File: src/rtl/alu8_pkg.sv
package alu8_pkg;
  localparam int DW = 8;
  localparam int NW = DW / 2;
  localparam int OPW = 4;

  localparam int FB_S = 7;
  localparam int FB_Z = 6;
  localparam int FB_H = 4;
  localparam int FB_P = 2;
  localparam int FB_N = 1;
  localparam int FB_C = 0;

  typedef enum logic [OPW-1:0] {
    OP_ADD = 4'd0,
    OP_ADC = 4'd1,
    OP_SUB = 4'd2,
    OP_SBC = 4'd3,
    OP_CMP = 4'd4,
    OP_NEG = 4'd5,
    OP_AND = 4'd6,
    OP_OR  = 4'd7,
    OP_XOR = 4'd8,
    OP_CPL = 4'd9,
    OP_SCF = 4'd10,
    OP_CCF = 4'd11,
    OP_DAA = 4'd12,
    OP_R13 = 4'd13,
    OP_R14 = 4'd14,
    OP_R15 = 4'd15
  } alu_op_e;

  typedef enum logic [1:0] {
    LG_AND = 2'd0,
    LG_OR  = 2'd1,
    LG_XOR = 2'd2
  } logic_sel_e;

  function automatic logic even_par(input logic [DW-1:0] v);
    return ~^v;
  endfunction
endpackage

File: src/rtl/alu8_addsub.sv
module alu8_addsub
  import alu8_pkg::*;
(
  input  logic [DW-1:0] a,
  input  logic [DW-1:0] b,
  input  logic          cin,
  input  logic          sub,
  output logic [DW-1:0] sum,
  output logic          cy,
  output logic          hc,
  output logic          ov
);
  logic [DW:0] full;
  logic [NW:0] low;

  always_comb begin
    if (sub) begin
      full = {1'b0, a} - {1'b0, b} - {{DW{1'b0}}, cin};
      low  = {1'b0, a[NW-1:0]} - {1'b0, b[NW-1:0]} - {{NW{1'b0}}, cin};
      ov   = (a[DW-1] ^ b[DW-1]) & (full[DW-1] ^ a[DW-1]);
    end else begin
      full = {1'b0, a} + {1'b0, b} + {{DW{1'b0}}, cin};
      low  = {1'b0, a[NW-1:0]} + {1'b0, b[NW-1:0]} + {{NW{1'b0}}, cin};
      ov   = ~(a[DW-1] ^ b[DW-1]) & (full[DW-1] ^ a[DW-1]);
    end
    sum = full[DW-1:0];
    cy  = full[DW];
    hc  = low[NW];
  end
endmodule

File: src/rtl/alu8_bitwise.sv
module alu8_bitwise
  import alu8_pkg::*;
(
  input  logic [DW-1:0] a,
  input  logic [DW-1:0] b,
  input  logic_sel_e    sel,
  output logic [DW-1:0] res,
  output logic          hc
);
  always_comb begin
    unique case (sel)
      LG_AND:  begin res = a & b; hc = 1'b1; end
      LG_OR:   begin res = a | b; hc = 1'b0; end
      default: begin res = a ^ b; hc = 1'b0; end
    endcase
  end
endmodule

File: src/rtl/alu8_decadj.sv
module alu8_decadj
  import alu8_pkg::*;
(
  input  logic [DW-1:0] a,
  input  logic          nf,
  input  logic          hf,
  input  logic          cf,
  output logic [DW-1:0] res,
  output logic          cy,
  output logic          hc
);
  localparam logic [NW-1:0] NIB_MAX = NW'(9);
  localparam logic [DW-1:0] BYTE_MAX = DW'(8'h99);
  localparam logic [NW-1:0] NIB_SIX = NW'(6);

  logic          lo_fix;
  logic          hi_fix;
  logic [DW-1:0] corr;

  always_comb begin
    lo_fix = hf | (a[NW-1:0] > NIB_MAX);
    hi_fix = cf | (a > BYTE_MAX);
    corr   = {(hi_fix ? NW'(6) : NW'(0)), (lo_fix ? NW'(6) : NW'(0))};
    res    = nf ? (a - corr) : (a + corr);
    cy     = hi_fix;
    hc     = nf ? (hf & (a[NW-1:0] < NIB_SIX)) : (a[NW-1:0] > NIB_MAX);
  end
endmodule

File: src/rtl/alu8_flags.sv
module alu8_flags
  import alu8_pkg::*;
(
  input  logic           clk,
  input  logic           rst,
  input  logic           in_valid,
  input  logic [OPW-1:0] op,
  input  logic [DW-1:0]  acc,
  input  logic [DW-1:0]  opnd,
  input  logic [DW-1:0]  flags_in,
  output logic           out_valid,
  output logic [DW-1:0]  result,
  output logic [DW-1:0]  flags_out
);
  alu_op_e opc;
  assign opc = alu_op_e'(op);

  // arithmetic operand steering
  logic          is_sub;
  logic          use_cin;
  logic [DW-1:0] ar_a;
  logic [DW-1:0] ar_b;
  logic [DW-1:0] ar_sum;
  logic          ar_cy, ar_hc, ar_ov;

  always_comb begin
    is_sub  = (opc == OP_SUB) || (opc == OP_SBC) || (opc == OP_CMP) || (opc == OP_NEG);
    use_cin = (opc == OP_ADC) || (opc == OP_SBC);
    ar_a    = (opc == OP_NEG) ? '0 : acc;
    ar_b    = (opc == OP_NEG) ? acc : opnd;
  end

  alu8_addsub u_addsub (
    .a   (ar_a),
    .b   (ar_b),
    .cin (use_cin & flags_in[FB_C]),
    .sub (is_sub),
    .sum (ar_sum),
    .cy  (ar_cy),
    .hc  (ar_hc),
    .ov  (ar_ov)
  );

  logic_sel_e    lg_sel;
  logic [DW-1:0] lg_res;
  logic          lg_hc;

  always_comb begin
    case (opc)
      OP_AND:  lg_sel = LG_AND;
      OP_OR:   lg_sel = LG_OR;
      default: lg_sel = LG_XOR;
    endcase
  end

  alu8_bitwise u_bitwise (
    .a   (acc),
    .b   (opnd),
    .sel (lg_sel),
    .res (lg_res),
    .hc  (lg_hc)
  );

  logic [DW-1:0] da_res;
  logic          da_cy, da_hc;

  alu8_decadj u_decadj (
    .a   (acc),
    .nf  (flags_in[FB_N]),
    .hf  (flags_in[FB_H]),
    .cf  (flags_in[FB_C]),
    .res (da_res),
    .cy  (da_cy),
    .hc  (da_hc)
  );

  // flag composition; bits not named below keep their incoming value
  logic [DW-1:0] nxt_res;
  logic [DW-1:0] nxt_flg;

  always_comb begin
    nxt_res = acc;
    nxt_flg = flags_in;
    case (opc)
      OP_ADD, OP_ADC, OP_SUB, OP_SBC, OP_NEG, OP_CMP: begin
        if (opc != OP_CMP) nxt_res = ar_sum;
        nxt_flg[FB_S] = ar_sum[DW-1];
        nxt_flg[FB_Z] = (ar_sum == '0);
        nxt_flg[FB_H] = ar_hc;
        nxt_flg[FB_P] = ar_ov;
        nxt_flg[FB_N] = is_sub;
        nxt_flg[FB_C] = ar_cy;
      end
      OP_AND, OP_OR, OP_XOR: begin
        nxt_res       = lg_res;
        nxt_flg[FB_S] = lg_res[DW-1];
        nxt_flg[FB_Z] = (lg_res == '0);
        nxt_flg[FB_H] = lg_hc;
        nxt_flg[FB_P] = even_par(lg_res);
        nxt_flg[FB_N] = 1'b0;
        nxt_flg[FB_C] = 1'b0;
      end
      OP_CPL: begin
        nxt_res       = ~acc;
        nxt_flg[FB_H] = 1'b1;
        nxt_flg[FB_N] = 1'b1;
      end
      OP_SCF: begin
        nxt_flg[FB_C] = 1'b1;
        nxt_flg[FB_H] = 1'b0;
        nxt_flg[FB_N] = 1'b0;
      end
      OP_CCF: begin
        nxt_flg[FB_C] = ~flags_in[FB_C];
        nxt_flg[FB_N] = 1'b0;
      end
      OP_DAA: begin
        nxt_res       = da_res;
        nxt_flg[FB_S] = da_res[DW-1];
        nxt_flg[FB_Z] = (da_res == '0);
        nxt_flg[FB_H] = da_hc;
        nxt_flg[FB_P] = even_par(da_res);
        nxt_flg[FB_C] = da_cy;
      end
      default: begin
        nxt_res = acc;
        nxt_flg = flags_in;
      end
    endcase
  end

  always_ff @(posedge clk) begin
    if (rst) begin
      out_valid <= 1'b0;
      result    <= '0;
      flags_out <= '0;
    end else begin
      out_valid <= in_valid;
      if (in_valid) begin
        result    <= nxt_res;
        flags_out <= nxt_flg;
      end
    end
  end
endmodule

File: config.mk
export PLATFORM = sky130hd
export DESIGN_NAME = alu8_flags
export DESIGN_NICKNAME = d
export VERILOG_FILES = /design/src/rtl/alu8_pkg.sv /design/src/rtl/alu8_addsub.sv /design/src/rtl/alu8_bitwise.sv /design/src/rtl/alu8_decadj.sv /design/src/rtl/alu8_flags.sv
export SDC_FILE = /design/constraint.sdc
export NUM_CORES = 1
export LEC_CHECK = 0
export BUFFER_PORTS_ARGS = -buffer_cell sky130_fd_sc_hd__buf_2
export CAP_MARGIN = 0
export CORE_MARGIN = 4
export CORE_UTILIZATION = 35
export CTS_CLUSTER_SIZE = 40
export DETAILED_ROUTE_END_ITERATION = 6
export GPL_TIMING_DRIVEN = 0
export REMOVE_ABC_BUFFERS = 1
export SETUP_SLACK_MARGIN = 0.1
export SLEW_MARGIN = 20
export SYNTH_ARGS = -nofsm -noshare
export SYNTH_HDL_FRONTEND = slang
export SYNTH_SLANG_ARGS = --single-unit
File: constraint.sdc
create_clock -name clk -period 10.3 [get_ports clk]
set_input_delay 0 -clock clk [delete_from_list [all_inputs] [get_ports clk]]
set_output_delay 0 -clock clk [all_outputs]
set_load 0.05 [all_outputs]
==> results of run 1 <==
state kept, by name, summed over array words and instances (netlist names):
signal,cells
flags_out,8
out_valid,1
result,8
stage by stage:
| step | power, mW | hold slack [ps] | worst slack [ps] | area [um^2] | instances |
|---|---|---|---|---|---|
| 2_1_floorplan | 0.2506 | 69.07 | 7083 | 3162 | 434 |
| 3_5_place_dp | 0.3160 | 245.7 | 6303 | 3536 | 592 |
| 3_3_place_gp | 0.3120 | 238.5 | 6387 | 3536 | 592 |
| 5_1_grt | 0.3978 | 114.2 | 6167 | 3601 | 598 |
| 4_1_cts | 0.3674 | 103.6 | 6562 | 3601 | 598 |
| 6_report | 0.3687 | 98.72 | 6568 | 3601 | 598 |
layout make-up:
class / instances / share of cell area [%]
Multi-Input combinational cell: 374 / 73.87
Sequential cell: 17 / 9.451
Timing Repair Buffer: 49 / 7.088
Inverter: 43 / 4.482
Tap cell: 111 / 3.857
Clock buffer: 4 / 1.251
report_power, final:
group,internal (mW),leakage (nW),switching [mW]
Clock,0.0275,0.0228,0.0232
Sequential,0.0718,0.141,0.00310
Combinational,0.0926,1.52,0.150
worst paths after layout:
path	from	to	depth (start not counted)	slack, ps
worst max-delay path	acc[1]	flags_out[2]$_SDFFE_PP0P_	19	6570
worst min-delay path	rst	flags_out[5]$_SDFFE_PP0P_	2	100
worst max register to register	result[5]$_SDFFE_PP0P_	result[5]$_SDFFE_PP0P_	5	9160
worst min register to register	flags_out[0]$_SDFFE_PP0P_	flags_out[0]$_SDFFE_PP0P_	2	480
layout by cell type, fill, tap and decap left out, drive strengths merged, types with 5 or more instances in the layout:
cell / netlist / layout
nand2: 36 / 36
xor2: 9 / 9
mux2i: 12 / 12
ha: 52 / 52
dfxtp: 17 / 17
nor2b: 9 / 9
o221ai: 5 / 5
nand3: 10 / 10
a21o: 7 / 7
a211oi: 12 / 12
o211ai: 7 / 7
xnor2: 18 / 18
nor2: 55 / 55
buf: 9 / 47
nor3: 7 / 7
inv: 41 / 41
o21ai: 35 / 35
a21oi: 38 / 38
nand2b: 6 / 6
worst max-delay path: stages:
cell and delay, ps:
buf_2 170, inv_1 190, nand2_1 140, a311o_1 360, a21oi_1 350, ha_1 310
inv_1 50, o21ai_0 70, ha_1 360, a21oi_1 150, nor2b_1 60, a311oi_1 350
xnor2_1 200, ha_1 280, xor2_1 200, xnor2_1 160, o22ai_1 130, nor3_1 250
a211oi_2 90
routing by layer:
layer  vias up  share of wire, %
met5         -                 0
met4         0               1.2
met3         9               7.3
met2       133                46
li1       1680                 -
met1      1579                45
cells by family after synthesis:
| family | synth area share [%] |
|---|---|
| AND/OR/NAND/NOR | 20.85 |
| AO/OA/AOI/OAI | 27.15 |
| buffers and inverters | 8.438 |
| adder cells (fa/ha/maj) | 22.30 |
| XOR/XNOR | 7.217 |
| flip-flops | 10.39 |
| multiplexers | 3.666 |
==> results.py, run 1 <==
metrics = {
    "run_status": {
        "status": "completed",
    },
    "floorplan": {
        "io_pins": 48,
        "die_area_um2": 10970,
        "core_area_um2": 9196,
        "die_x_um": 104.8,
        "rows": 35,
        "die_h_um": 104.8,
        "initial_utilization_pct": 35.63,
    },
    "logic_synthesis": {
        "yosysSeqAreaShare_pct": 10.39,
        "syn_inst": 459,
        "synthFlopType": "dfxtp_1",
        "yosys-top-cells-area": "ha_1 20%, dfxtp_1 10%, nor2_1 6.2%",
        "synth_edf_count": 0,
        "synth_top_cell_by_area": "ha_1",
        "syn_area_per_cell_um2": 7.139,
        "synth_top_cell_area_share_pct": 19.85,
        "ys_types": 57,
        "yosys_warnings": 0,
        "netlist_top_cells_count": "54 x nor2_1, 52 x ha_1, 41 x inv_1",
        "syn_area_um2": 3277,
        "ys_ff_latch": 17,
        "synth-async-reset-ratio_pct": 0,
        "synth.most_common_cell": "nor2_1",
    },
    "worst_setup_path": {
        "critical_path_class": "primary input to flip-flop",
        "crit_required_ps": 10440,
        "arrival_ps": 3880,
        "path_max_fanout": 9,
        "cp-end-kind": "flip-flop",
        "critPathLaunchType": "primary input",
    },
    "detailed_routing": {
        "drtIter0Drc": 219,
        "avgRoutedWirePerCell_um": 16.94,
        "routed_via_density": 5.687,
        "wl_um": 10130,
        "drc_errors": 0,
        "drt_first_pass_iters": 6,
        "vias": 3401,
        "ant_nets": 0,
    },
    "clock_tree": {
        "insertion_delay_ps": 250,
        "clk_path_buf_depth": 2,
        "path_clk_slew_ps": 70,
        "hold_buffers": 2,
        "cts_max_level": 1,
        "cts_buffers": 3,
        "cts-root-buf": "clkbuf_8",
        "cts_tree": "built",
        "cts_resized": 0,
        "cts.sinks": 17,
        "cts_setup_buffers": 0,
    },
    "layout": {
        "fin_util_pct": 39.16,
        "seq_area_um2": 340.3,
        "layout-drive-gt1-share_pct": 12.53,
        "layout.nets": 575,
        "antenna_cells": 0,
        "areaGrowthSynthToFinish_pct": 9.889,
        "multi_input_comb_area_um2": 2660,
        "nFillCells": 997,
    },
    "run": {
        "drv_cap": 0,
    },
    "global_route": {
        "grt_max_degree": 32,
        "use_met3_pct": 0.8647,
        "overflow": 0,
        "antenna_found_initial": 0,
        "top_usage_layer": "met2",
        "use_met1_pct": 25.76,
        "use_met2_pct": 30.38,
        "grt.total_usage_pct": 18.19,
        "grt_pass1_vias": 3188,
        "grt_pass1_wl_um": 16340,
    },
    "sta": {
        "hold_viol": 0,
        "rsz0062_at_grt": "no",
        "max_freq_ghz": 0.2679,
        "fin_crit_ps": 3732,
        "worst_pin_slew_ps": 743.9,
        "slew_viol_final": 0,
        "fin_crit_sh_pct": 36.24,
        "relSlewSlack_pct": 50.41,
        "setup_viol_count_final": 0,
        "finClkSkew_ps": 0,
        "fin_tns_setup_ps": 0,
    },
    "power": {
        "max-vdd-ir-drop_v": 0.00004559,
        "power_leakage_nw": 1.685,
        "power_density_nw_per_um2": 102.4,
    },
    "placement": {
        "post-dp-hpwl_um": 7920,
        "port_buffers": 47,
        "routabilityCongestion": 0.9319,
    },
    "min_path": {
        "min_path_type": "primary input to flip-flop",
    },
}
Power figures use the tool's default switching activity.
==> inputs of run 2 (changes only) <==
- clock period: 10.3 -> 3.5 ns (I/O delays scaled with it)
==> results.py, run 2 (same netlist as run 1, synthesis figures left out) <==
metrics = {
    "worst_setup_path": {
        "crit_required_ps": 3650,
        "critical_path_class": "primary input to flip-flop",
        "startpoint": "acc[1]",
        "r2r-start": "result[5]$_SDFFE_PP0P_",
        "path_max_fanout": 9,
        "cp-end-kind": "flip-flop",
        "arrival_ps": 3380,
        "critPathLaunchType": "primary input",
    },
    "placement": {
        "routabilityCongestion": 0.9319,
        "port_buffers": 47,
        "post-dp-hpwl_um": 7920,
    },
    "global_route": {
        "use_met1_pct": 25.61,
        "use_met3_pct": 0.8647,
        "overflow": 0,
        "grt_pass1_vias": 3170,
        "grt_max_degree": 32,
        "use_met2_pct": 30.52,
        "grt.total_usage_pct": 18.12,
        "antenna_found_initial": 0,
        "top_usage_layer": "met2",
        "grt_pass1_wl_um": 16360,
    },
    "run_status": {
        "status": "completed",
    },
    "layout": {
        "layout.nets": 577,
        "antenna_cells": 0,
        "fin_util_pct": 39.88,
        "layout-drive-gt1-share_pct": 14.52,
        "layout_common_cells": "54 x nor2_1, 51 x ha_1, 43 x buf_2, 39 x inv_1, 37 x a21oi_1",
        "layout_commonest_cell": "nor2_1",
        "areaGrowthSynthToFinish_pct": 11.91,
        "largestRegisters": "flags_out x8, result x8, out_valid x1",
    },
    "power": {
        "max-vdd-ir-drop_v": 0.0001362,
        "p_total_mw": 1.104,
        "power_leakage_nw": 1.697,
        "power_density_nw_per_um2": 300.9,
    },
    "clock_tree": {
        "path_clk_slew_ps": 70,
        "cts_max_level": 1,
        "clk_path_buf_depth": 2,
        "insertion_delay_ps": 250,
        "cts_tree": "built",
        "cts.sinks": 17,
        "cts_buffers": 3,
        "cts-root-buf": "clkbuf_8",
    },
    "detailed_routing": {
        "drtIter0Drc": 203,
        "ant_nets": 0,
        "wl_um": 10150,
        "drc_errors": 0,
        "routed_via_density": 5.710,
        "drt_first_pass_iters": 5,
        "vias": 3426,
        "avgRoutedWirePerCell_um": 16.91,
    },
    "floorplan": {
        "die_area_um2": 10970,
        "die_h_um": 104.8,
        "die_x_um": 104.8,
        "initial_utilization_pct": 35.63,
        "core_area_um2": 9196,
        "io_pins": 48,
        "rows": 35,
    },
    "min_path": {
        "min_from": "rst",
        "min_path_type": "primary input to flip-flop",
    },
    "sta": {
        "hold_viol": 0,
        "slew_viol_final": 0,
        "rsz0062_at_grt": "yes",
        "max_freq_ghz": 0.3096,
        "setup_viol_count_final": 0,
        "worst_pin_slew_ps": 757.1,
        "relSlewSlack_pct": 49.52,
        "fin_crit_sh_pct": 92.30,
        "fin_crit_ps": 3230,
        "finClkSkew_ps": 0,
    },
    "run": {
        "drv_cap": 0,
    },
}
## run 2: repair_timing
item	4_1_cts	5_1_grt
buffers inserted	1	1
hold buffers	2	0
setup endpoints to repair	7	4
gates resized for setup	6	10
pin swaps	2	4
hold endpoints to repair	2	0
## run 2: power by group
group          switching, mW  leakage [nW]  internal (mW)  total [mW]
Combinational          0.448          1.53          0.283       0.731
Sequential           0.00906         0.141          0.211       0.220
Clock                 0.0712        0.0228         0.0811       0.152
Total                  0.529          1.70          0.575        1.10
## run 2: cell type report
| cell class | count | area [um^2] |
|---|---|---|
| clock buffers | 4 | 45.04 |
| fillers | 994 | 5529 |
| multi-input cells | 374 | 2699 |
| repair buffers | 51 | 280.3 |
| well taps | 111 | 138.9 |
| inverters | 43 | 163.9 |
| flip-flops and latches | 17 | 340.3 |
## run 2: critical path, cell delays in order
cell	delay, ps
buf_2	180
inv_4	110
nand2_1	100
a311o_1	370
a21oi_2	190
ha_1	250
inv_1	50
o21ai_0	70
ha_2	320
a21oi_1	150
nor2b_1	70
a311oi_2	240
xnor2_1	190
ha_1	280
xor2_1	210
xnor2_1	160
o22ai_1	140
nor3_2	200
a211oi_2	80
## run 2: per-stage QoR
step | hold slack, ps | setup TNS (ps) | area [um^2] | cells | setup WS, ps
after floorplan | 69.07 | 0 | 3162 | 434 | 282.6
after global placement | 238.5 | -1906 | 3536 | 592 | -413.0
after detailed placement | 245.7 | -2133 | 3536 | 592 | -497.0
after CTS | 103.6 | 0 | 3626 | 599 | 70.49
after global routing | 116.0 | 0 | 3667 | 600 | 26.50
final | 93.79 | 0 | 3667 | 600 | 269.5
## run 2: worst paths after layout
kind / slack, ps / depth (start not counted) / to
setup reg to reg: 2350 / 5 / result[5]$_SDFFE_PP0P_
hold reg to reg: 480 / 1 / result[6]$_SDFFE_PP0P_
setup / recovery: 270 / 19 / flags_out[2]$_SDFFE_PP0P_
hold / removal: 90 / 2 / flags_out[5]$_SDFFE_PP0P_
## run 2: routing by layer
metal  vias to the layer above  part of all wire [%]
li1                       1686                     -
met5                         -                     0
met2                       117                    46
met1                      1614                    47
met3                         9                   5.8
met4                         0                   1.3
